### src/rtl/ps_div_pkg.sv
// Package ps_div_pkg
// Shared constants, types and the modulus decode for the pulse-swallow
// divider. Assumes the base modulus doubles with each selector step.
package ps_div_pkg;
    localparam int BASE_LOG2 = 4;                                   // smallest modulus is 16
    localparam int SEL_W     = 2;                                   // four modulus settings
    localparam int MAX_MOD   = 1 << (BASE_LOG2 + (1 << SEL_W) - 1); // 128
    localparam int PC_W      = $clog2(MAX_MOD + 1);                 // holds 0..MAX_MOD

    typedef logic [SEL_W-1:0] mod_sel_t;
    typedef logic [PC_W-1:0]  pc_t;

    // Base modulus M for a selector value.
    function automatic pc_t base_modulus(input mod_sel_t sel);
        return pc_t'(1 << (BASE_LOG2 + int'(sel)));
    endfunction
endpackage

### src/rtl/ps_range_guard.sv
// Module ps_range_guard
// Combinational clamp of the requested ratios. Raises N to the minimum
// and pulls A below the effective N, so that M*N+A always holds.
// Assumes N_W >= A_W and N_MIN >= 2.
module ps_range_guard #(
    parameter int N_W   = 11,
    parameter int A_W   = 7,
    parameter int N_MIN = 5
) (
    input  logic [N_W-1:0] n_in,
    input  logic [A_W-1:0] a_in,
    output logic [N_W-1:0] n_eff,
    output logic [A_W-1:0] a_eff
);
    localparam int PAD_W = N_W - A_W;

    logic [N_W-1:0] a_wide;

    // Clamp N to the minimum, then clamp A to N-1.
    always_comb begin
        a_wide = {{PAD_W{1'b0}}, a_in};
        n_eff  = (n_in < N_W'(N_MIN)) ? N_W'(N_MIN) : n_in;
        if (a_wide >= n_eff) begin
            a_eff = A_W'(n_eff - 1'b1);
        end else begin
            a_eff = a_in;
        end
    end
endmodule

### src/rtl/ps_prescaler.sv
// Module ps_prescaler
// Dual-modulus prescaler model. It counts input clocks down to zero and
// flags a tick there. The next period lasts M+1 clocks when plus_next is
// high, and M clocks otherwise. Reset and load restart it with the new
// cycle's modulus. Assumes the modulus is at least 2.
module ps_prescaler
    import ps_div_pkg::*;
(
    input  logic clk,
    input  logic rst_n,
    input  logic load,       // cycle boundary
    input  logic load_plus1, // first period of the new cycle is M+1
    input  pc_t  load_mod,   // modulus for the new cycle
    input  pc_t  hold_mod,   // modulus of the running cycle
    input  logic plus_next,  // next period is M+1
    output pc_t  pc_cnt,
    output logic tick
);
    assign tick = (pc_cnt == '0);

    // Count down; restart with M or M-1 at each tick or reload.
    always_ff @(posedge clk) begin
        if (!rst_n || load) begin
            pc_cnt <= load_plus1 ? load_mod : pc_t'(load_mod - 1'b1);
        end else if (tick) begin
            pc_cnt <= plus_next ? hold_mod : pc_t'(hold_mod - 1'b1);
        end else begin
            pc_cnt <= pc_cnt - 1'b1;
        end
    end
endmodule

### src/rtl/ps_swallow_counter.sv
// Module ps_swallow_counter
// Swallow counter. It holds the number of prescaler periods still to be
// run at M+1, and steps down on each prescaler tick until it reaches zero.
module ps_swallow_counter #(
    parameter int A_W = 7
) (
    input  logic           clk,
    input  logic           rst_n,
    input  logic           load,
    input  logic [A_W-1:0] a_load,
    input  logic           tick,
    output logic [A_W-1:0] sc_cnt,
    output logic           plus_next
);
    // After this tick, another swallowed period remains.
    assign plus_next = (sc_cnt > A_W'(1));

    // Load A at the boundary, decrement on ticks while nonzero.
    always_ff @(posedge clk) begin
        if (!rst_n || load) begin
            sc_cnt <= a_load;
        end else if (tick && (sc_cnt != '0)) begin
            sc_cnt <= sc_cnt - 1'b1;
        end
    end
endmodule

### src/rtl/ps_main_counter.sv
// Module ps_main_counter
// Main programmable counter. It counts prescaler ticks down from N and
// flags the last tick of the cycle. Assumes N >= 1 at every load.
module ps_main_counter #(
    parameter int N_W = 11
) (
    input  logic           clk,
    input  logic           rst_n,
    input  logic           load,
    input  logic [N_W-1:0] n_load,
    input  logic           tick,
    output logic [N_W-1:0] nc_cnt,
    output logic           last
);
    assign last = tick && (nc_cnt == N_W'(1));

    // Load N at the boundary, decrement on each tick.
    always_ff @(posedge clk) begin
        if (!rst_n || load) begin
            nc_cnt <= n_load;
        end else if (tick) begin
            nc_cnt <= nc_cnt - 1'b1;
        end
    end

    // The count is reloaded before it can reach zero.
    AST_MAIN_NONZERO: assert property (@(posedge clk) disable iff (!rst_n)
        nc_cnt != '0);
endmodule

### src/rtl/pulse_swallow_divider.sv
// Module pulse_swallow_divider
// Top of the pulse-swallow divider: prescaler, swallow counter, main
// counter and range guard. It emits a one-clock pulse every M*N+A input
// clocks, and samples N, A and the modulus select only at cycle boundaries.
// Assumes a synchronous active-low reset held for at least one clock.
module pulse_swallow_divider
    import ps_div_pkg::*;
#(
    parameter int N_W   = 11,
    parameter int A_W   = 7,
    parameter int N_MIN = 5
) (
    input  logic             clk,
    input  logic             rst_n,
    input  logic [N_W-1:0]   n_val,
    input  logic [A_W-1:0]   a_val,
    input  logic [SEL_W-1:0] mod_sel,
    output logic             div_out
);
    logic [N_W-1:0] n_eff;
    logic [A_W-1:0] a_eff;
    logic [N_W-1:0] nc_cnt;
    logic [A_W-1:0] sc_cnt;
    mod_sel_t       act_sel;
    pc_t            pc_cnt;
    pc_t            hold_mod;
    pc_t            load_mod;
    logic           tick;
    logic           plus_next;
    logic           last;

    assign hold_mod = base_modulus(act_sel);
    assign load_mod = base_modulus(mod_sel);

    ps_range_guard #(.N_W(N_W), .A_W(A_W), .N_MIN(N_MIN)) i_guard (
        .n_in  (n_val),
        .a_in  (a_val),
        .n_eff (n_eff),
        .a_eff (a_eff)
    );

    ps_prescaler i_pre (
        .clk        (clk),
        .rst_n      (rst_n),
        .load       (last),
        .load_plus1 (a_eff != '0),
        .load_mod   (load_mod),
        .hold_mod   (hold_mod),
        .plus_next  (plus_next),
        .pc_cnt     (pc_cnt),
        .tick       (tick)
    );

    ps_swallow_counter #(.A_W(A_W)) i_swallow (
        .clk       (clk),
        .rst_n     (rst_n),
        .load      (last),
        .a_load    (a_eff),
        .tick      (tick),
        .sc_cnt    (sc_cnt),
        .plus_next (plus_next)
    );

    ps_main_counter #(.N_W(N_W)) i_main (
        .clk    (clk),
        .rst_n  (rst_n),
        .load   (last),
        .n_load (n_eff),
        .tick   (tick),
        .nc_cnt (nc_cnt),
        .last   (last)
    );

    // Capture the modulus select for the cycle that starts now.
    always_ff @(posedge clk) begin
        if (!rst_n || last) begin
            act_sel <= mod_sel;
        end
    end

    // Register the end-of-cycle pulse.
    always_ff @(posedge clk) begin
        if (!rst_n) begin
            div_out <= 1'b0;
        end else begin
            div_out <= last;
        end
    end

    AST_PULSE_SINGLE: assert property (@(posedge clk) disable iff (!rst_n)
        div_out |=> !div_out);
    AST_MOD_HELD: assert property (@(posedge clk) disable iff (!rst_n)
        !last |=> $stable(act_sel));
    AST_PRESCALE_BOUND: assert property (@(posedge clk) disable iff (!rst_n)
        pc_cnt <= hold_mod);
    AST_SWALLOW_BELOW_MAIN: assert property (@(posedge clk) disable iff (!rst_n)
        {{(N_W-A_W){1'b0}}, sc_cnt} < nc_cnt);
    AST_PLAIN_AFTER_SWALLOW: assert property (@(posedge clk) disable iff (!rst_n)
        (tick && !last && sc_cnt <= A_W'(1)) |=> (pc_cnt == pc_t'(hold_mod - 1'b1)));
endmodule

### config.mk
export PLATFORM = sky130hd
export DESIGN_NAME = pulse_swallow_divider
export DESIGN_NICKNAME = d
export VERILOG_FILES = /design/src/rtl/ps_div_pkg.sv /design/src/rtl/ps_range_guard.sv /design/src/rtl/ps_prescaler.sv /design/src/rtl/ps_swallow_counter.sv /design/src/rtl/ps_main_counter.sv /design/src/rtl/pulse_swallow_divider.sv
export SDC_FILE = /design/constraint.sdc
export NUM_CORES = 1
export LEC_CHECK = 0
export ABC_AREA = 0
export BUFFER_PORTS_ARGS = -buffer_cell sky130_fd_sc_hd__buf_2
export CORE_AREA = 2 2 87 89
export CTS_BUF_LIST = sky130_fd_sc_hd__clkbuf_4
export CTS_CLUSTER_DIAMETER = 30
export DETAILED_ROUTE_END_ITERATION = 10
export DIE_AREA = 0 0 89 91
export PLACE_DENSITY = 0.53
export SYNTH_ARGS = -nofsm -noshare
export SYNTH_HDL_FRONTEND = slang
export SYNTH_SLANG_ARGS = --single-unit
export TNS_END_PERCENT = 100
### constraint.sdc
create_clock -name clk -period 4.32 [get_ports clk]
set_input_delay 0.864 -clock clk [delete_from_list [all_inputs] [get_ports clk]]
set_output_delay 0.864 -clock clk [all_outputs]
set_load 0.05 [all_outputs]
Word-level counts from Yosys, hierarchy flattened:

Cells that the tools add are included.

* input port bits: 22
* output and inout port bits: 1
* register bits after elaboration: 29
* word-level logic and storage cells: 38

* magnitude comparators: 3
* shifts and indexed selects: 2
* reduce and logical (&&, ||, !) cells: 9
* $add $sub $neg: 8
* equal/unequal tests: 1
* multiplexer cells: 10

Operator list (count)
* $mux 11: 3
* $mux 8: 4
* $sub 8x1->8 const B: 3
* $mux 7: 3
* $shl 1x4->8 const A: 2
* $reduce_bool 7->1: 2
* $sub 7x1->7 const B: 2
* $eq 11x1->1 const B: 1
* $ge 7x11->1: 1
* $lt 11x3->1 const B: 1
* $sub 11x1->11 const B: 1
* $add 3x2->4 const A: 2
* $logic_not 8->1: 1
* $gt 7x1->1 const B: 1
* $reduce_bool 2->1: 2
* $logic_and 1x1->1: 2
* $logic_not 1->1: 1
* $logic_or 1x1->1: 1

Logic depth before layout (Yosys ltp):

Gate-level depths: netlist of run 1.

* word-level depth: 7
* mapped depth: 14
* gate-level depth less buffers: 12

By module:

Synthesis of run 1 repeated with hierarchy kept, for this count alone.

* cell total of the unflattened synthesis: 296
* area total of the unflattened synthesis: 2581.2 um^2

By module, submodules not included
* ps_prescaler: instances 1, cells an instance 102, area an instance 797.0 um^2, sequential area each 160.2 um^2
* ps_main_counter: instances 1, cells an instance 68, area an instance 666.9 um^2, sequential area each 330.3 um^2
* ps_range_guard: instances 1, cells an instance 63, area an instance 516.7 um^2, sequential area each 0.0 um^2
* ps_swallow_counter: instances 1, cells an instance 46, area an instance 444.2 um^2, sequential area each 210.2 um^2
* pulse_swallow_divider: instances 1, cells an instance 17, area an instance 156.4 um^2, sequential area each 80.1 um^2

Worst setup path before layout of run 1:

OpenSTA, ideal clock, no wires.

* path type: in2reg
* start: input n_val[10]
* end: register i_pre.pc_cnt[5]
* data arrival time: 3.556 ns
* slack: 0.637 ns
* required time: 4.193 ns
* stages on the path: 12
* buffers on the path: 0
* setup time: 0.127 ns
* path through: nor4_4 > and3_1 > inv_1 > o21ai_0 > ha_1 > or4b_4 > and2_0 > o2111a_1 > o211ai_2 > mux2_4 > o21ai_2 > o21ai_2

* word-level cells in the longest chain between the ends: 7
* elaborated cells between the ends (all ways): 8
* those cells by class: add/sub (1); order compare (2); mux (4); reduce/logical (1)

RTL lines
* start, declared: line pulse_swallow_divider.sv:15 `input logic [N_W-1:0] n_val,`
* $lt 11x3->1: line ps_range_guard.sv:22 `n_eff = (n_in < N_W'(N_MIN)) ? N_W'(N_MIN) : n_in;`
* $mux 11 (*): line ps_range_guard.sv:22
* $ge 7x11->1 / $sub 7x1->7 (equally long branches): line ps_range_guard.sv:23, ps_range_guard.sv:24
* $mux 7 (*): line ps_range_guard.sv:23 `if (a_wide >= n_eff) begin`
* $reduce_bool 7->1 (*): line pulse_swallow_divider.sv:46 `.load_plus1 (a_eff != '0),`
* $mux 8 (*): line ps_prescaler.sv:24 `pc_cnt <= load_plus1 ? load_mod : pc_t'(load_mod - 1'b1);`
* $mux 8 (*): line ps_prescaler.sv:23 `if (!rst_n || load) begin`
* end signal, assigned: line ps_prescaler.sv:24
* end signal, assigned: line ps_prescaler.sv:26 `pc_cnt <= plus_next ? hold_mod : pc_t'(hold_mod - 1'b1);`
* end signal, assigned: line ps_prescaler.sv:28 `pc_cnt <= pc_cnt - 1'b1;`
* end, declared: line ps_prescaler.sv:16 `output pc_t pc_cnt,`

Mark *: on every way between the ends. The rest lies on a longest branch, timed or not.
A chain may end at the register's enable or synchronous reset.

Final worst setup path of run 1:

Same ends and word-level chain as after synthesis.

==> out/results.txt, run 1 <==
Status: finished clean
Nets: 315
Fmax: 276 MHz
Slowest CP cell: or4b_4
Total of max-cap violations: 0
CTS buffer count: 5
Diode count: 0
Die W: 89 µm
Met2 WL: 2200 µm
Drc violations: 0
# resized after CTS: 0
Crit path time final: 3630 ps
Core area: 7140 µm²
Vias in the first global route: 1720
Worst-path clk slew: 90 ps
Pint: 621 µW
Net Sw Power: 356 µW
Area Overhead vs Synth: 10.9%
Crit-path max cell delay: 490 ps
Met3 WL post-DR: 235 µm
Initial antenna violation count: 0
Worst slew pin tran: 667 ps
Leakage power: 0.997 nW
Layout cells sized above 1: 16.1%
Tot GR Track Use: 13.2%
Post-Syn Nets: 292
Worst vdd ir: 102 µV
Startpoint Class: input port
Final Cycle Share: 83.9%
Synth cell types: 49
Clock sink count: 29
Vias: 1837
Reg2reg setup slack: 1700 ps
Antenna Nets Post-Route: 0
Initial core utilization: 31.4%
Largest net degree at the start of global routing: 42
Gpl congestion: 0.902
Setup Fix Bufs, Post-CTS: 0
Sequential Power Share: 45.6%
GR Overflow Total: 0
Syn avg cell area: 8.76 µm²
Io pins: 23
Most Frequent Cell on Critical Path: o21ai_2
Syn Inst Count: 256
Critical path required time: 4530 ps
Final Hold Fails: 0
Worst-path cell chain: buf_2, nor4_4, and3_1, inv_1, o21ai_0, ha_1, or4b_4, and2_0, o2111a_1, o211ai_2, mux2_4, o21ai_2, o21ai_2
Clock tree buffer depth: 2
Fin. max-slew vios: 0
Setup Viol. Count Final: 0
Die height: 91 µm
Non-Filler Instances: 379
Sum Neg Setup Slack: 0 ps
Synthesis Warnings: 0
Clock Skews: 12.1 ps
#FFs+latches synth: 29
Metal-1 WL: 2560 µm
Final wirelength: 5030 µm
Latest clock arrival within the worst-skew pair: 330 ps
Share of total power in combinational logic: 36.2%
Overall power: 977 µW
Worst rel slew slack: 55.4%
Part of the Yosys area used for sequential elements: 34.8%
Critical path capture point type: flop
Pwr/cell area: 393 nW/µm²
Post-CTS Hold Buffers: 0
Post-DP HPWL: 3850 µm
Worst hold path class: flop to flop
TritonCTS clock tree: built
Clk pwr share: 18.2%
H-Tree Depth: 2
Hold Slack: 606 ps
Top sig layer: met4
Fill cells: 759
Routed vias/inst: 4.85
Rows: 31
First-pass GRT wire length: 8380 µm
Port-buffer cells: 22
Die area: 8100 µm²
Drt pass-1 iters: 4
Placed Cells incl. Taps: 371
CP max FO: 5
Setup CP Type: input port to flop
DR iter-0 viols: 113
CP Data Arrival Time: 3830 ps
Root Driver: clkbuf_4
RSZ-0062 raised after global routing: false
Routed len/inst: 13.3 µm
Cell area after synthesis: 2240 µm²
Switching share of power: 36.5%
## through the flow
stage,utilization [%],cell area [µm²],setup slack [ps]
global route,34.9,2490,464
global placement,34.1,2430,443
detailed placement,34.1,2430,312
finish,34.9,2490,694
floorplan,-,2240,637
CTS,34.9,2490,676
## per-layer routing
layer / global-route usage (%) / vias to the layer above
met5: 0 / -
met4: 3.36 / 0
met3: 3.55 / 2
met2: 19.5 / 40
met1: 18.8 / 835
li1: - / 960
## synth_stat cells (all sizes together)
master  count  share of area [%]
nor2       34                5.7
nand2      25                4.2
o21ai      22                5.2
edfxtp     20                 27
a21oi      17                3.8
inv        16                2.7
ha         14                7.8
xnor2      13                5.1
xor2       10                3.9
dfxtp       9                8.0
nor3        9                2.2
buf         8                2.7
nor4        7                2.6
nand3       6                1.3
a31oi       4                1.1
and2        4                1.1
mux2i       4                2.3
a211oi      3                1.0
mux2        3                1.7
nor2b       3               0.84
o22ai       3               0.84
o31ai       3                1.6
and3        2               0.56
nand2b      2               0.56
nor3b       2               0.67
o211ai      2               0.89
or3         2               0.78
a211o       1               0.39
a21o        1               0.33
nand4b      1               0.39
o2111a      1               0.50
o211a       1               0.45
o21a        1               0.33
o32a        1               0.45
or4         1               0.50
or4b        1               0.61
## critical path: cells and delay by family
| kind | cells | cell delay (ps) |
|---|---|---|
| AO/OA/AOI/OAI | 5 | 870 |
| multiplexers | 1 | 330 |
| buffers and inverters | 2 | 170 |
| AND/OR/NAND/NOR | 4 | 1290 |
| adder cells (fa/ha/maj) | 1 | 320 |
## layout by cell type (no fill, tap or decap), drive strengths merged, types with 10 or more instances in the layout
master / instances
xor2: 10
edfxtp: 20
a21oi: 17
nor2: 34
inv: 16
o21ai: 22
nand2: 25
buf: 24
xnor2: 13
ha: 14
## final cells by class
cell class | count | area (µm²) | share of cell area [%]
Clock buffer | 7 | 52.6 | 2.11
Clock inverter | 1 | 3.75 | 0.151
Inverter | 16 | 60.1 | 2.41
Multi-Input combinational cell | 203 | 1340 | 53.9
Sequential cell | 29 | 781 | 31.4
Tap cell | 99 | 124 | 4.98
Timing Repair Buffer | 24 | 125 | 5.03
## power by group through the flow
stage	logic, mW	registers, mW	clock network, mW
4_1_cts	0.359	0.446	0.185
3_5_place_dp	0.356	0.452	0
5_1_grt	0.413	0.457	0.196
2_1_floorplan	0.290	0.435	0
3_3_place_gp	0.356	0.451	0
6_report	0.354	0.446	0.178
## flip-flops by register name, indices dropped and copies added, names as in the netlist
signal            count
i_pre.pc_cnt          8
i_swallow.sc_cnt      7
act_sel               2
div_out               1
i_main.nc_cnt        11
## path summary, 6_finish.rpt
path,start,end,cells past startpoint
worst min-delay path,i_pre.pc_cnt[0],i_pre.pc_cnt[0],3
worst max-delay path,n_val[10],i_pre.pc_cnt[5],13
worst max register to register,i_main.nc_cnt[5],i_swallow.sc_cnt[1],8
worst min register to register,i_pre.pc_cnt[0],i_pre.pc_cnt[0],3
## logic make-up (layout without fill, tap and decap cells)
family | count (synthesis) | count (layout) | share of synthesized area [%]
buffers and inverters | 24 | 48 | 5.35
AOI/OAI and AO/OA | 60 | 60 | 17.0
DFF | 29 | 29 | 34.8
adders and majority gates | 14 | 14 | 7.81
muxes | 7 | 7 | 4.02
and+or+nand+nor | 99 | 99 | 22.1
xor gates and xnor gates | 23 | 23 | 8.98
(Power assumes the default switching activity.)
==> run 2: changes to the inputs <==
--- a/config.mk
+++ b/config.mk
@@ -12,7 +12,7 @@
 export CTS_CLUSTER_DIAMETER = 30
 export DETAILED_ROUTE_END_ITERATION = 10
 export DIE_AREA = 0 0 89 91
-export PLACE_DENSITY = 0.53
+export PLACE_DENSITY = 0.55
 export SYNTH_ARGS = -nofsm -noshare
 export SYNTH_HDL_FRONTEND = slang
 export SYNTH_SLANG_ARGS = --single-unit
==> constraint.sdc (replaced) <==
create_clock -name clk -period 3.3 [get_ports clk]
set_input_delay 0.66 -clock clk [delete_from_list [all_inputs] [get_ports clk]]
set_output_delay 0.66 -clock clk [all_outputs]
set_load 0.05 [all_outputs]
==> out/results.txt, run 2 (synthesized netlist as in run 1, its figures left out) <==
Largest net degree at the start of global routing: 42 (unchanged)
Rows: 31 (unchanged)
Diode count: 0 (unchanged)
First-pass GRT wire length: 8450 µm (+0.82%)
Vias in the first global route: 1791 (+4.1%)
Commonest non-fill, non-tap cell in the layout: nor2_1
Drt pass-1 iters: 4 (unchanged)
Top Registers: i_main.nc_cnt (11), i_pre.pc_cnt (8), i_swallow.sc_cnt (7)
Io pins: 23 (unchanged)
H-Tree Depth: 2 (unchanged)
DR iter-0 viols: 94 (-17%)
Routed len/inst: 12.6 µm (-4.9%)
CP max FO: 4 (-1)
Crit path time final: 3070 ps
Tot GR Track Use: 13.3% (+0.10 points)
Commonest cells after routing, fill and taps aside: 34 x nor2_1, 25 x nand2_1, 22 x buf_2
Port-buffer cells: 22 (unchanged)
Latest clock arrival within the worst-skew pair: 340 ps (about the same)
TritonCTS clock tree: built
Setup CP Type: input port to flop
Non-Filler Instances: 393 (+3.7%)
Clock Skews: 13.1 ps (+1.07 ps)
Fin. max-slew vios: 0 (unchanged)
Overall power: 1.27 mW (+30%)
Share of total power in combinational logic: 37.0% (+0.8 points)
# resized after CTS: 0 (unchanged)
Die area: 8100 µm² (unchanged)
Vias: 1848 (+0.60%)
Die height: 91 µm (unchanged)
Critical path required time: 3520 ps (-1010 ps)
CTS buffer count: 5 (unchanged)
Root Driver: clkbuf_4
Net Sw Power: 469 µW (+32%)
Area Overhead vs Synth: 17.2%
Sequential Power Share: 45.7% (about the same)
Worst flop-to-flop path startpoint: i_main.nc_cnt[5]
Worst-path clk slew: 110 ps (+20 ps)
Final Cycle Share: 93.0%
Placed Cells incl. Taps: 385 (+3.8%)
Nets: 329 (+4.4%)
Fmax: 326 MHz
Worst vdd ir: 133 µV (+30%)
Setup Viol. Count Final: 0 (unchanged)
GR Overflow Total: 0 (unchanged)
Pint: 803 µW (+29%)
Total of max-cap violations: 0 (unchanged)
Worst slew pin tran: 639 ps (-28.1 ps)
Critical path capture point type: flop
Clock sink count: 29 (unchanged)
Drc violations: 0 (unchanged)
Antenna Nets Post-Route: 0 (unchanged)
Clk pwr share: 17.2% (-1.0 points)
Gpl congestion: 0.954 (+5.8%)
Top reg by flops: i_main.nc_cnt
Post-DP HPWL: 3890 µm (+1.0%)
Status: finished clean
Hold_sp: mod_sel[0]
Routed vias/inst: 4.70 (-3.0%)
Switching share of power: 36.9% (+0.41 points)
Setup Fix Bufs, Post-CTS: 0 (unchanged)
Leakage power: 1.07 nW (+7.7%)
Worst rel slew slack: 57.3% (+1.9 points)
Clock tree buffer depth: 2 (unchanged)
Worst hold path class: input port to flop
Initial antenna violation count: 0 (unchanged)
RSZ-0062 raised after global routing: false
Pwr/cell area: 484 nW/µm² (+23%)
Initial core utilization: 31.4% (unchanged)
Post-CTS Hold Buffers: 0 (unchanged)
Startpoint Class: input port
Core area: 7140 µm² (unchanged)
Crit path from: n_val[7]
Final Hold Fails: 0 (unchanged)
Final wirelength: 4960 µm (-1.4%)
Die W: 89 µm (unchanged)
Max FFs per register: 11 (unchanged)
CP Data Arrival Time: 3290 ps (-540 ps)
Layout cells sized above 1: 21.4% (+5.4 points)
## run 2: routing by layer
layer / track usage (%) / up-vias / share of wire (%) / wire (µm)
li1: - / 988 / - / -
met1: 18.6 / 815 / 50 / 2470
met2: 19.8 / 38 / 43 / 2130
met3: 3.55 / 7 / 5.7 / 281
met4: 4.10 / 0 / 1.6 / 79
met5: 0 / - / 0 / 0
## run 2: power groups by stage
stage | clock, mW | combinational (mW) | sequential (mW)
finish | 0.219 | 0.471 | 0.582
global route | 0.246 | 0.547 | 0.598
CTS | 0.233 | 0.476 | 0.583
detailed placement | 0 | 0.474 | 0.590
global placement | 0 | 0.471 | 0.589
floorplan | 0 | 0.380 | 0.569
## run 2: path summary, 6_finish.rpt
kind	to	slack, ps	cells past startpoint
max	i_pre.pc_cnt[5]	230	13
max reg2reg	i_main.nc_cnt[3]	750	8
min reg2reg	i_pre.pc_cnt[0]	610	3
min	act_sel[0]	560	1
## run 2: critical path, cell delays in order
cell and delay, ps:
buf_2 120, nor4_4 340, and3_4 270, inv_1 50, o21ai_2 160, ha_2 200
or4b_4 460, and2_0 160, o2111a_1 240, o211ai_2 120, mux2_4 330, o21ai_2 120
o21ai_2 50
## run 2: area by class of cell
class,count,area (µm²)
Clock buffer,5,37.5
Timing Repair Buffer,38,255
Inverter,16,60.1
Fill cell,756,4510
Multi-Input combinational cell,203,1350
Tap cell,99,124
Clock inverter,3,17.5
Sequential cell,29,781
## run 2: stage by stage
stage	setup TNS (ps)	utilization, %	setup WS (ps)	hold WS (ps)	area, µm²
global placement	-109	36.1	-72.9	582	2570
floorplan	-26.1	-	-26.1	541	2250
CTS	0	36.8	238	539	2630
finish	0	36.8	230	562	2630
global route	0	36.8	117	544	2630
detailed placement	-443	36.1	-119	591	2570
==> run 3: changes to the inputs <==
--- a/config.mk
+++ b/config.mk
@@ -7,13 +7,14 @@
 export LEC_CHECK = 0
 export ABC_AREA = 0
 export BUFFER_PORTS_ARGS = -buffer_cell sky130_fd_sc_hd__buf_2
-export CORE_AREA = 2 2 87 89
+export CORE_AREA = 2 2 93 95
 export CTS_BUF_LIST = sky130_fd_sc_hd__clkbuf_4
 export CTS_CLUSTER_DIAMETER = 30
 export DETAILED_ROUTE_END_ITERATION = 10
-export DIE_AREA = 0 0 89 91
-export PLACE_DENSITY = 0.55
+export DIE_AREA = 0 0 95 97
+export PLACE_DENSITY = 0.54
 export SYNTH_ARGS = -nofsm -noshare
 export SYNTH_HDL_FRONTEND = slang
+export SYNTH_HIERARCHICAL = 1
 export SYNTH_SLANG_ARGS = --single-unit
 export TNS_END_PERCENT = 100
==> out/results.txt, run 3 <==
Part of the Yosys area used for sequential elements: 30.2% (-4.6 points)
Vias in the first global route: 2233 (+25%)
Final wirelength: 5790 µm (+17%)
Layout Utilization: 40.9% (+4.1 points)
Area leader, netlist: edfxtp_1
Tot GR Track Use: 13.9% (+0.61 points)
Die area: 9220 µm² (+14%)
Rows: 33 (+6.5%)
Cell area after synthesis: 2580 µm² (+15%)
Worst rel slew slack: 41.5% (-16 points)
Initial antenna violation count: 0 (unchanged)
Share of the synthesized area in the top cell type: 23.3% (-3.5 points)
Gpl congestion: 0.822 (-14%)
Latest clock arrival within the worst-skew pair: 320 ps (-20 ps)
Area contributors post-synth: edfxtp_1 23%, ha_1 8.2%, dfxtp_1 7.0%
Drc violations: 0 (unchanged)
Port-buffer cells: 22 (unchanged)
Crit path time final: 3770 ps (+697 ps)
PnR worst setup slack: -467 ps (-697 ps)
CP max FO: 5 (+1)
Top post-synthesis cells by count: 23 x nor2_1, 21 x inv_1, 20 x edfxtp_1
EDFF count, synth: 20 (unchanged)
Vias: 2252 (+22%)
Layout cells sized above 1: 26.7% (+5.3 points)
Fill cells: 843 (+12%)
DR iter-0 viols: 72 (-23%)
Syn avg cell area: 8.72 µm² (-0.49%)
Startpoint Class: input port
Setup Viol. Count Final: 8 (+8)
Fmax: 265 MHz (-19%)
Worst-path clk slew: 100 ps (about the same)
Synth cell types: 55 (+12%)
Nets: 412 (+25%)
Worst hold path class: flop to flop
Total of max-cap violations: 0 (unchanged)
Io pins: 23 (unchanged)
Root Driver: clkbuf_4
Critical path capture point type: flop
CP Data Arrival Time: 3950 ps (+660 ps)
Critical path required time: 3490 ps (-30 ps)
CTS buffer count: 5 (unchanged)
Initial core utilization: 31.7% (+0.30 points)
Clock sink count: 29 (unchanged)
Top reg by flops: i_main/nc_cnt
Synthesis Warnings: 6 (+6)
Area occupied by registers: 781 µm² (unchanged)
Status: finished with violations
Commonest non-fill, non-tap cell in the layout: buf_4
Routed vias/inst: 4.70 (about the same)
Worst vdd ir: 146 µV (+10%)
Fin. max-slew vios: 0 (unchanged)
Routed len/inst: 12.1 µm (-4.2%)
Leakage power: 1.39 nW (+30%)
Antenna Nets Post-Route: 0 (unchanged)
Max FFs per register: 11 (unchanged)
GR Overflow Total: 0 (unchanged)
Post-DP HPWL: 4620 µm (+19%)
Top Registers: i_main/nc_cnt (11), i_pre/pc_cnt (8), i_swallow/sc_cnt (7)
Non-Filler Instances: 479 (+22%)
Largest net degree at the start of global routing: 15 (-64%)
Commonest cells after routing, fill and taps aside: 36 x buf_4, 29 x conb_1, 22 x nor2_1
Placed Cells incl. Taps: 466 (+21%)
Top_reg_cell synth: edfxtp_1
Core area: 8130 µm² (+14%)
Pwr/cell area: 281 nW/µm² (-42%)
Syn Inst Count: 296 (+16%)
Die W: 95 µm (+6.7%)
Post-CTS Hold Buffers: 0 (unchanged)
#FFs+latches synth: 29 (unchanged)
Clock tree buffer depth: 2 (unchanged)
Drt pass-1 iters: 4 (unchanged)
Violated checks: negative setup slack
Count leader, synth: nor2_1
Diode count: 0 (unchanged)
Final Hold Fails: 0 (unchanged)
Die height: 97 µm (+6.6%)
Area of the multi-input gates: 1870 µm² (+38%)
Worst slew pin tran: 875 ps (+236 ps)
Area Overhead vs Synth: 29.0%
First-pass GRT wire length: 10200 µm (+21%)
RSZ-0062 raised after global routing: true
TritonCTS clock tree: built
H-Tree Depth: 2 (unchanged)
Clock Skews: 14.7 ps (+1.57 ps)
Final Cycle Share: 114% (+21 points)
Setup CP Type: input port to flop
Post-synth ARST share: 0% (unchanged)
## run 3: cell count changes in the layout (fill, tap and decap cells not counted), sizes merged, moves of 5 or more
cell,delta
nor2b,+5
nand2,-9
or4,+9
nand2b,+8
a21oi,-9
nor2,-11
inv,+6
buf,+22
conb,+29
a31oi,+7
## run 3: layer usage
layer  part of all wire, %  routed length [µm]  GRT usage (%)  vias up
li1                      -                   -              -     1191
met1                    49                2840           18.9     1029
met2                    48                2750           23.0       28
met3                   2.5                 145           2.34        4
met4                  0.88                  51           3.01        0
met5                     0                   0              0        -
## run 3: per-stage QoR
stage / total power, mW / setup TNS, ps / hold slack [ps] / area [µm²] / worst slack, ps
3_5_place_dp: 0.726 / -5730 / 552 / 3150 / -877
5_1_grt: 1.00 / -3810 / 558 / 3330 / -643
6_report: 0.935 / -2430 / 568 / 3330 / -467
2_1_floorplan: 0.641 / -2500 / 525 / 2730 / -348
3_3_place_gp: 0.723 / -5430 / 566 / 3150 / -831
4_1_cts: 0.947 / -3060 / 549 / 3310 / -460
## run 3: worst paths after layout
check,start,end,slack (ps),depth (start not counted)
max,n_val[10],i_pre/pc_cnt[7],-470,17
min,i_pre/pc_cnt[5],i_pre/pc_cnt[5],570,2
max reg2reg,i_pre/pc_cnt[2],i_main/nc_cnt[4],340,9
min reg2reg,i_pre/pc_cnt[5],i_pre/pc_cnt[5],570,2
## run 3: kinds of logic after synthesis
logic type      after synthesis  share of synthesized area, %
fa+ha+maj                    17                          8.24
compound gates               57                          15.3
buf+inv                      40                          6.16
flops                        29                          30.2
xor+xnor                     21                          7.13
other cells                   1                         0.145
simple gates                118                          27.0
mux                          13                          5.87
## run 3: worst max-delay path, stage by stage
cell and delay [ps]:
buf_6 100, nor4_4 350, and3_4 260, a21oi_4 60
inv_2 70, ha_4 190, nand2b_4 140, a2111oi_4 300
nor3_2 90, o21ai_4 210, mux2_4 340, nor4_4 260
nand2_1 100, or3_1 350, o31a_1 260, nor3_2 150
a211oi_1 60
## run 3: area by class of cell
class	instances	share of cell area, %
multi-input cells	255	56.2
inverters	22	2.48
repair buffers	60	12.5
flip-flops and latches	29	23.4
well taps	105	3.94
clock buffers	5	1.13
clock inverters	3	0.376
## run 3: timing repair
| action | in CTS | in global routing |
|---|---|---|
| pin swaps | 12 | 5 |
| setup buffers | 5 | 1 |
| endpoints found under the setup margin | 8 | 8 |
| gates resized for setup | 15 | 5 |
## run 3: power by group
part / leakage [nW] / switching [mW] / internal [mW]
logic: 1.09 / 0.139 / 0.126
clock network: 0.0300 / 0.128 / 0.0770
registers: 0.271 / 0.0343 / 0.430
total: 1.39 / 0.302 / 0.633
